`config.mk`:
```
export PLATFORM = sky130hd
export DESIGN_NAME = park_disp_mux
export DESIGN_NICKNAME = d
export VERILOG_FILES = /design/src/rtl/park_disp_mux.sv
export SDC_FILE = /design/constraint.sdc
export NUM_CORES = 1
export LEC_CHECK = 0
export ABC_AREA = 1
export BUFFER_PORTS_ARGS = -buffer_cell sky130_fd_sc_hd__buf_4
export CORE_ASPECT_RATIO = 0.75
export CORE_MARGIN = 4
export CORE_UTILIZATION = 31
export DETAILED_ROUTE_END_ITERATION = 8
export PLACE_DENSITY = 0.49
export SLEW_MARGIN = 0
export SYNTH_ARGS = -nofsm -noshare
export SYNTH_HDL_FRONTEND = slang
export SYNTH_SLANG_ARGS = --single-unit
```
`constraint.sdc`:
```
create_clock -name clk -period 5.8 [get_ports clk]
set_input_delay 1.16 -clock clk [delete_from_list [all_inputs] [get_ports clk]]
set_output_delay 1.16 -clock clk [all_outputs]
set_load 0.02 [all_outputs]
```
`src/rtl/park_disp_mux.sv`:
```
module park_disp_mux #(
  parameter int DIV  = 100000,
  parameter int NMAX = 20,
  parameter int HMAX = 5
) (
  input  logic       clk,
  input  logic       rst,
  input  logic [4:0] norm_free,
  input  logic [2:0] hand_free,
  output logic [7:0] seg_n,
  output logic [7:0] an_n
);
  localparam int CW = (DIV > 1) ? $clog2(DIV) : 1;
  localparam logic [7:0] BLANK = 8'hFF;
  localparam logic [7:0] GL_A  = 8'b10001000;
  localparam logic [7:0] GL_H  = 8'b10001001;

  logic [CW-1:0] pre;
  logic [2:0]    idx;
  logic [3:0]    tens, units;
  logic [7:0]    glyph_sel;
  logic [4:0]    base;

  wire tick    = (pre == CW'(DIV - 1));
  wire norm_ok = (32'(norm_free) <= NMAX);
  wire hand_ok = (32'(hand_free) <= HMAX);

  function automatic logic [7:0] dec7(input logic [3:0] v);
    case (v)
      4'd0: dec7 = 8'hC0;
      4'd1: dec7 = 8'hF9;
      4'd2: dec7 = 8'hA4;
      4'd3: dec7 = 8'hB0;
      4'd4: dec7 = 8'h99;
      4'd5: dec7 = 8'h92;
      4'd6: dec7 = 8'h82;
      4'd7: dec7 = 8'hF8;
      4'd8: dec7 = 8'h80;
      4'd9: dec7 = 8'h90;
      default: dec7 = BLANK;
    endcase
  endfunction

  always_comb begin
    if (norm_free >= 5'd20) begin
      tens = 4'd2; base = 5'd20;
    end else if (norm_free >= 5'd10) begin
      tens = 4'd1; base = 5'd10;
    end else begin
      tens = 4'd0; base = 5'd0;
    end
    units = 4'(norm_free - base);
  end

  always_comb begin
    case (idx)
      3'd0: glyph_sel = norm_ok ? dec7(units) : BLANK;
      3'd1: glyph_sel = norm_ok ? dec7(tens) : BLANK;
      3'd3: glyph_sel = (norm_free != 5'd0) ? GL_A : BLANK;
      3'd4: glyph_sel = hand_ok ? dec7({1'b0, hand_free}) : BLANK;
      3'd6: glyph_sel = (hand_free != 3'd0) ? GL_A : BLANK;
      3'd7: glyph_sel = (hand_free != 3'd0) ? GL_H : BLANK;
      default: glyph_sel = BLANK;
    endcase
  end

  always_ff @(posedge clk) begin
    if (rst) begin
      pre <= '0;
      idx <= '0;
    end else if (tick) begin
      pre <= '0;
      idx <= idx + 3'd1;
    end else begin
      pre <= pre + 1'b1;
    end
  end

  always_ff @(posedge clk) begin
    if (rst) begin
      an_n  <= BLANK;
      seg_n <= BLANK;
    end else begin
      an_n  <= ~(8'b1 << idx);
      seg_n <= glyph_sel;
    end
  end
endmodule

```
# Word level (Yosys, flattened, before mapping)
# Memories as Yosys holds them, arrays and structs flattened.
# Index checks and enable logic that the tools add are counted.
dict set report word_totals {
  regBits 36
  memories 3
  mem_bits_ro 280
  out_inout_bits 16
}
dict set report classes {
  mux 11
  addsub 3
  n_eq_ne 6
  n_reduce_logical 4
  magnitude_cmp 4
  shift 1
  bitwise_logic 1
}
# name words word_bits rd rd_clocked_by_memory_dff write_ports line_no
set mem_list {}
lappend mem_list {{(name not given)} 16 7 1 0 0 29} ;# case (v)
lappend mem_list {{(name not given)} 16 7 1 0 0 29}
lappend mem_list {{(name not given)} 8 7 1 0 0 29}
# cell n
set op_table {}
lappend op_table {{$pmux 8 s6} 1}
lappend op_table {{$mux 8} 3}
lappend op_table {{$mux 7} 3}
lappend op_table {{$add 17x1->17 const B} 1}
lappend op_table {{$eq 17x17->1 const B} 1}
lappend op_table {{$eq 3x3->1 const B} 3}
lappend op_table {{$mux 4} 2}
lappend op_table {{$not 8->8} 1}
lappend op_table {{$shl 1x3->8 const A} 1}
lappend op_table {{$ge 5x4->1 const B} 1}
lappend op_table {{$ge 5x5->1 const B} 1}
lappend op_table {{$le 5x5->1 const B} 1}
lappend op_table {{$reduce_bool 5->1} 1}
lappend op_table {{$sub 4x4->4} 1}
lappend op_table {{$add 3x1->3 const B} 1}
lappend op_table {{$eq 3x1->1 const B} 1}
lappend op_table {{$eq 3x2->1 const B} 1}
lappend op_table {{$le 3x3->1 const B} 1}
lappend op_table {{$logic_not 3->1} 1}
lappend op_table {{$reduce_bool 3->1} 1}
lappend op_table {{$mux 2} 1}
lappend op_table {{$reduce_or 2->1} 1}
lappend op_table {{$mux 1} 1}

# Logic depth before layout (Yosys ltp)
# An unclocked memory read counts as a cell.
dict set report logic_depth {
  ltp_word 7
  ltp_mapped 14
  mapped_depth_nobuf 14
}

# Worst setup path before layout
# No wires, ideal clock.
dict set report synth_timing {
  kind {in2reg}
  from {input port norm_free[4]}
  to {register seg_n[5]}
  setup_ns 0.114
  stages 14
  arrival_time_ns 2.714
  path_buffers 0
  required_time_ns 5.686
  setup_slack_ns 2.971
  path_cell_list {inv_1 nor2_4 inv_2 nand2_1 inv_1 ha_1 fa_1 inv_1 nand2_1 o21ai_0 nand3_1 nand2_1 nand2_1 nand2_1}
}
dict set report synth_via {
  elab_chain_cells 7
  elab_cells_between_ends 15
}
# item line_no
set synth_rtl {}
lappend synth_rtl {{start, declared} 8} ;# input logic [4:0] norm_free,
lappend synth_rtl {{$ge 5x4->1} 47} ;# end else if (norm_free >= 5'd10) begin
lappend synth_rtl {{$mux 4} 47}
lappend synth_rtl {{$mux 4} 45} ;# if (norm_free >= 5'd20) begin
lappend synth_rtl {{$sub 4x4->4} 52} ;# units = 4'(norm_free - base);
lappend synth_rtl {{$mem_v2 16x7} -}
lappend synth_rtl {{$mux 8} 57} ;# 3'd0: glyph_sel = norm_ok ? dec7(units) : BLANK;
lappend synth_rtl {{$pmux 8 s6 (*)} 56} ;# case (idx)
lappend synth_rtl {{end signal, assigned} 85} ;# seg_n <= glyph_sel;
lappend synth_rtl {{end, declared} 10} ;# output logic [7:0] seg_n,
# Mark *: on every way between the ends. The rest lies on a longest branch, timed or not.
# A chain may end at the register's enable or synchronous reset.

# Worst setup path in the final report
dict set report layout_timing {
  from {input port norm_free[2]}
  to {register seg_n[0]}
}
# The elaborated chain is that of the path after synthesis.

==> results by group <==
Logic synthesis
  • Cells after Synth: 319
  • Post-synthesis net count: 348
  • EDFF count, synth: 0
  • Syn Std Cell Area: 2180 um^2
  • Yosys warns: 0
  • Dominant synthesized flop cell: dfxtp_1
  • Synth Register Bits: 35
  • Async SR Flop Fraction: 0
  • Avg Cell Area, Syn: 6.82 um^2
  • Netlist cell types: 29
  • Sequential cell area fraction in the yosys report: 0.322

Setup path
  • Setup CP Type: in2reg
  • Worst r2r path cells: 10
  • CP top delay family: adder cells
  • Internal reg-to-reg setup slack: 4.08 ns
  • CP max stage cell: fa_1
  • Crit Path Max Fanout: 8
  • RR Startpoint: idx[2]$_SDFFE_PP0P_
  • Critical Path Most Common Cell: nand2_1
  • Reg2reg end: seg_n[6]$_SDFF_PP1_
  • Crit. Startpoint: norm_free[2]
  • CP cell instances: buf_4 -> nor2_1 -> o21ai_0 -> nand2_1 -> inv_1 -> ha_1 -> fa_1 -> inv_1 -> nand2_1 -> nand2_1 -> nand3_1 -> nand3_1 -> nand2_1 -> nand2_1
  • Crit path DAT: 2.99 ns
  • Worst stage delay on the critical path: 0.62 ns
  • CP startpoint kind: input port
  • Crit. End Element: register
  • Stages on the worst setup path: 14
  • WP data required: 5.97 ns
  • Crit path capture: seg_n[0]$_SDFF_PP1_
  • CP bufs+invs: 3

Placement
  • GPL Wtd Cong: 0.832
  • I/O Buffers: 24
  • DP Wirelength: 3.86 mm
  • Pre-CTS setup slack: 2.69 ns

Clock tree
  • CTS buffer count: 5
  • Clk_lat worst skew: 0.28 ns
  • CTS Buffer Depth: 2
  • Resized Gates After CTS: 0
  • Clk pin slew, worst setup/hold paths: 0.07 ns
  • CTS tree: built
  • Root Buffer: clkbuf_8
  • Post-CTS setup buffers: 0
  • H-Tree Level Count: 2
  • CTS Sinks: 35
  • Hold Buf Count CTS: 0

Global routing
  • First-pass GRT wire length: 8.39 mm
  • Initial antenna violation count: 0
  • Number of global-route vias before repair: 1802
  • Pin count of the biggest net entering global routing: 18
  • Global route overflow: 0
  • Total GRT Usage: 0.123

Timing
  • Hold Vio Cnt, Final: 0
  • Max Slew Vio Count: 0
  • RSZ-0062 raised after global routing: no
  • Final setup viols: 0
  • Final Skew: 0.00334 ns
  • Final worst slack: 2.98 ns
  • Tcrit/Tclk final: 0.486
  • Setup TNS: 0 ns
  • Maximum clock frequency: 354 MHz
  • Min cycle time layout: 2.82 ns

Power
  • Power Density: 223 nW/um^2
  • PnR Total Power: 569 uW
  • VDD IR max: 0.0000870 V
  • Seq pwr share: 0.441
  • P_leak: 0.00124 uW
  • Sw Share: 0.259
  • Internal power: 422 uW
  • Comb pwr share: 0.161
  • Clock power share: 0.398
  • Switch Pwr: 148 uW

Die
  • CORE AREA: 6830 um^2
  • Cell Rows: 26
  • I/O pins: 26
  • Starting Density: 0.319
  • Die W: 105 um
  • Die ar.: 8440 um^2
  • Die Y: 80.6 um

Routing
  • Vias per inst: 4.48
  • Routed Antenna Nets: 0
  • Drt wl/cell: 11.3 um
  • DR iter-0 viols: 81
  • WL final: 4.86 mm
  • # DRC: 0
  • First-pass DRT Iterations: 4
  • Vias: 1932

Run status
  • Outcome: complete, no violations

Flow run
  • Max cap viols: 0

Layout
  • Register area: 701 um^2
  • Layout overhead on the synthesized area: 17.0%
  • Number of diodes: 0
  • Multi-input logic area: 1280 um^2
  • Nets: 375
  • Ratio of cells with drive above 1 in the final layout: 0.159
  • # fillers: 740

Hold path
  • Hold Path Class: reg2reg
## metrics by stage
step	hold WS [ns]	utilization	std cells	cell area, um^2
floorplan	0.417	-	319	2180
global placement	0.430	0.355	423	2430
detailed placement	0.438	0.355	423	2430
CTS	0.452	0.373	431	2550
global route	0.510	0.373	431	2550
finish	0.453	0.373	431	2550
## power groups by stage
stage          registers, uW  logic (uW)  clock network [uW]
4_1_cts                  251        92.2                 234
3_5_place_dp             256        91.8                   0
6_report                 251        91.6                 227
3_3_place_gp             256        92.0                   0
5_1_grt                  252         106                 248
2_1_floorplan            263        57.7                   0
## registers in the layout (all words and copies together) (netlist names)
| register | flops |
|---|---|
| pre | 17 |
| an_n | 8 |
| seg_n | 7 |
| idx | 3 |
## logic make-up (layout without fill, tap and decap cells)
family | count (synthesis) | count (layout) | share of synthesized area
DFF | 35 | 35 | 0.322
and+or+nand+nor | 182 | 182 | 0.375
buffers and inverters | 47 | 75 | 0.0897
adders and majority gates | 19 | 19 | 0.113
other | 1 | 1 | 0.00172
xor gates and xnor gates | 8 | 8 | 0.0322
AOI/OAI and AO/OA | 27 | 27 | 0.0672
## placed cells by master, fill, tap and decap left out, drive strengths merged, types with 5 or more instances in the layout
master | Yosys | layout
clkbuf | 1 | 6
nor2 | 49 | 49
xor2 | 7 | 7
buf | 3 | 24
dfxtp | 35 | 35
o21ai | 15 | 15
nand4 | 5 | 5
nand2 | 90 | 90
inv | 43 | 43
nor3 | 6 | 6
nand3 | 31 | 31
ha | 18 | 18
a21oi | 9 | 9
## layout make-up
cell class                      count  area share
Sequential cell                    35       0.275
Inverter                           43      0.0634
Tap cell                           84      0.0413
Timing Repair Buffer               24      0.0708
Clock buffer                        6      0.0324
Multi-Input combinational cell    237       0.503
Clock inverter                      2      0.0138
## metal layers
layer	vias up	global-route usage	share of wire
met2	47	0.168	0.35
met3	2	0.0313	0.053
met1	829	0.187	0.59
li1	1054	-	-
met5	-	0	0
met4	0	0.0315	0.0051
## cell usage after synthesis (all sizes together), types with 2 or more instances
cell / n / area [um^2]
nand2: 90 / 360
nor2: 49 / 199
inv: 43 / 161
dfxtp: 35 / 701
nand3: 31 / 165
ha: 18 / 225
o21ai: 15 / 78.8
a21oi: 9 / 45.0
xor2: 7 / 61.3
nor3: 6 / 52.6
nand4: 5 / 31.3
buf: 3 / 30.0
o211ai: 2 / 15.0
## worst min-delay path by stage
stage,to,cells after the start,slack [ns],startpoint
after detailed placement,pre[0]$_SDFF_PP0_,1,0.44,pre[0]$_SDFF_PP0_
final,pre[0]$_SDFF_PP0_,1,0.45,pre[0]$_SDFF_PP0_
after global placement,pre[0]$_SDFF_PP0_,1,0.43,pre[0]$_SDFF_PP0_
after floorplan,pre[0]$_SDFF_PP0_,1,0.42,pre[0]$_SDFF_PP0_
after global routing,pre[0]$_SDFF_PP0_,1,0.51,pre[0]$_SDFF_PP0_
after CTS,pre[0]$_SDFF_PP0_,1,0.45,pre[0]$_SDFF_PP0_
Note: power is estimated with default switching activity, not from simulation.
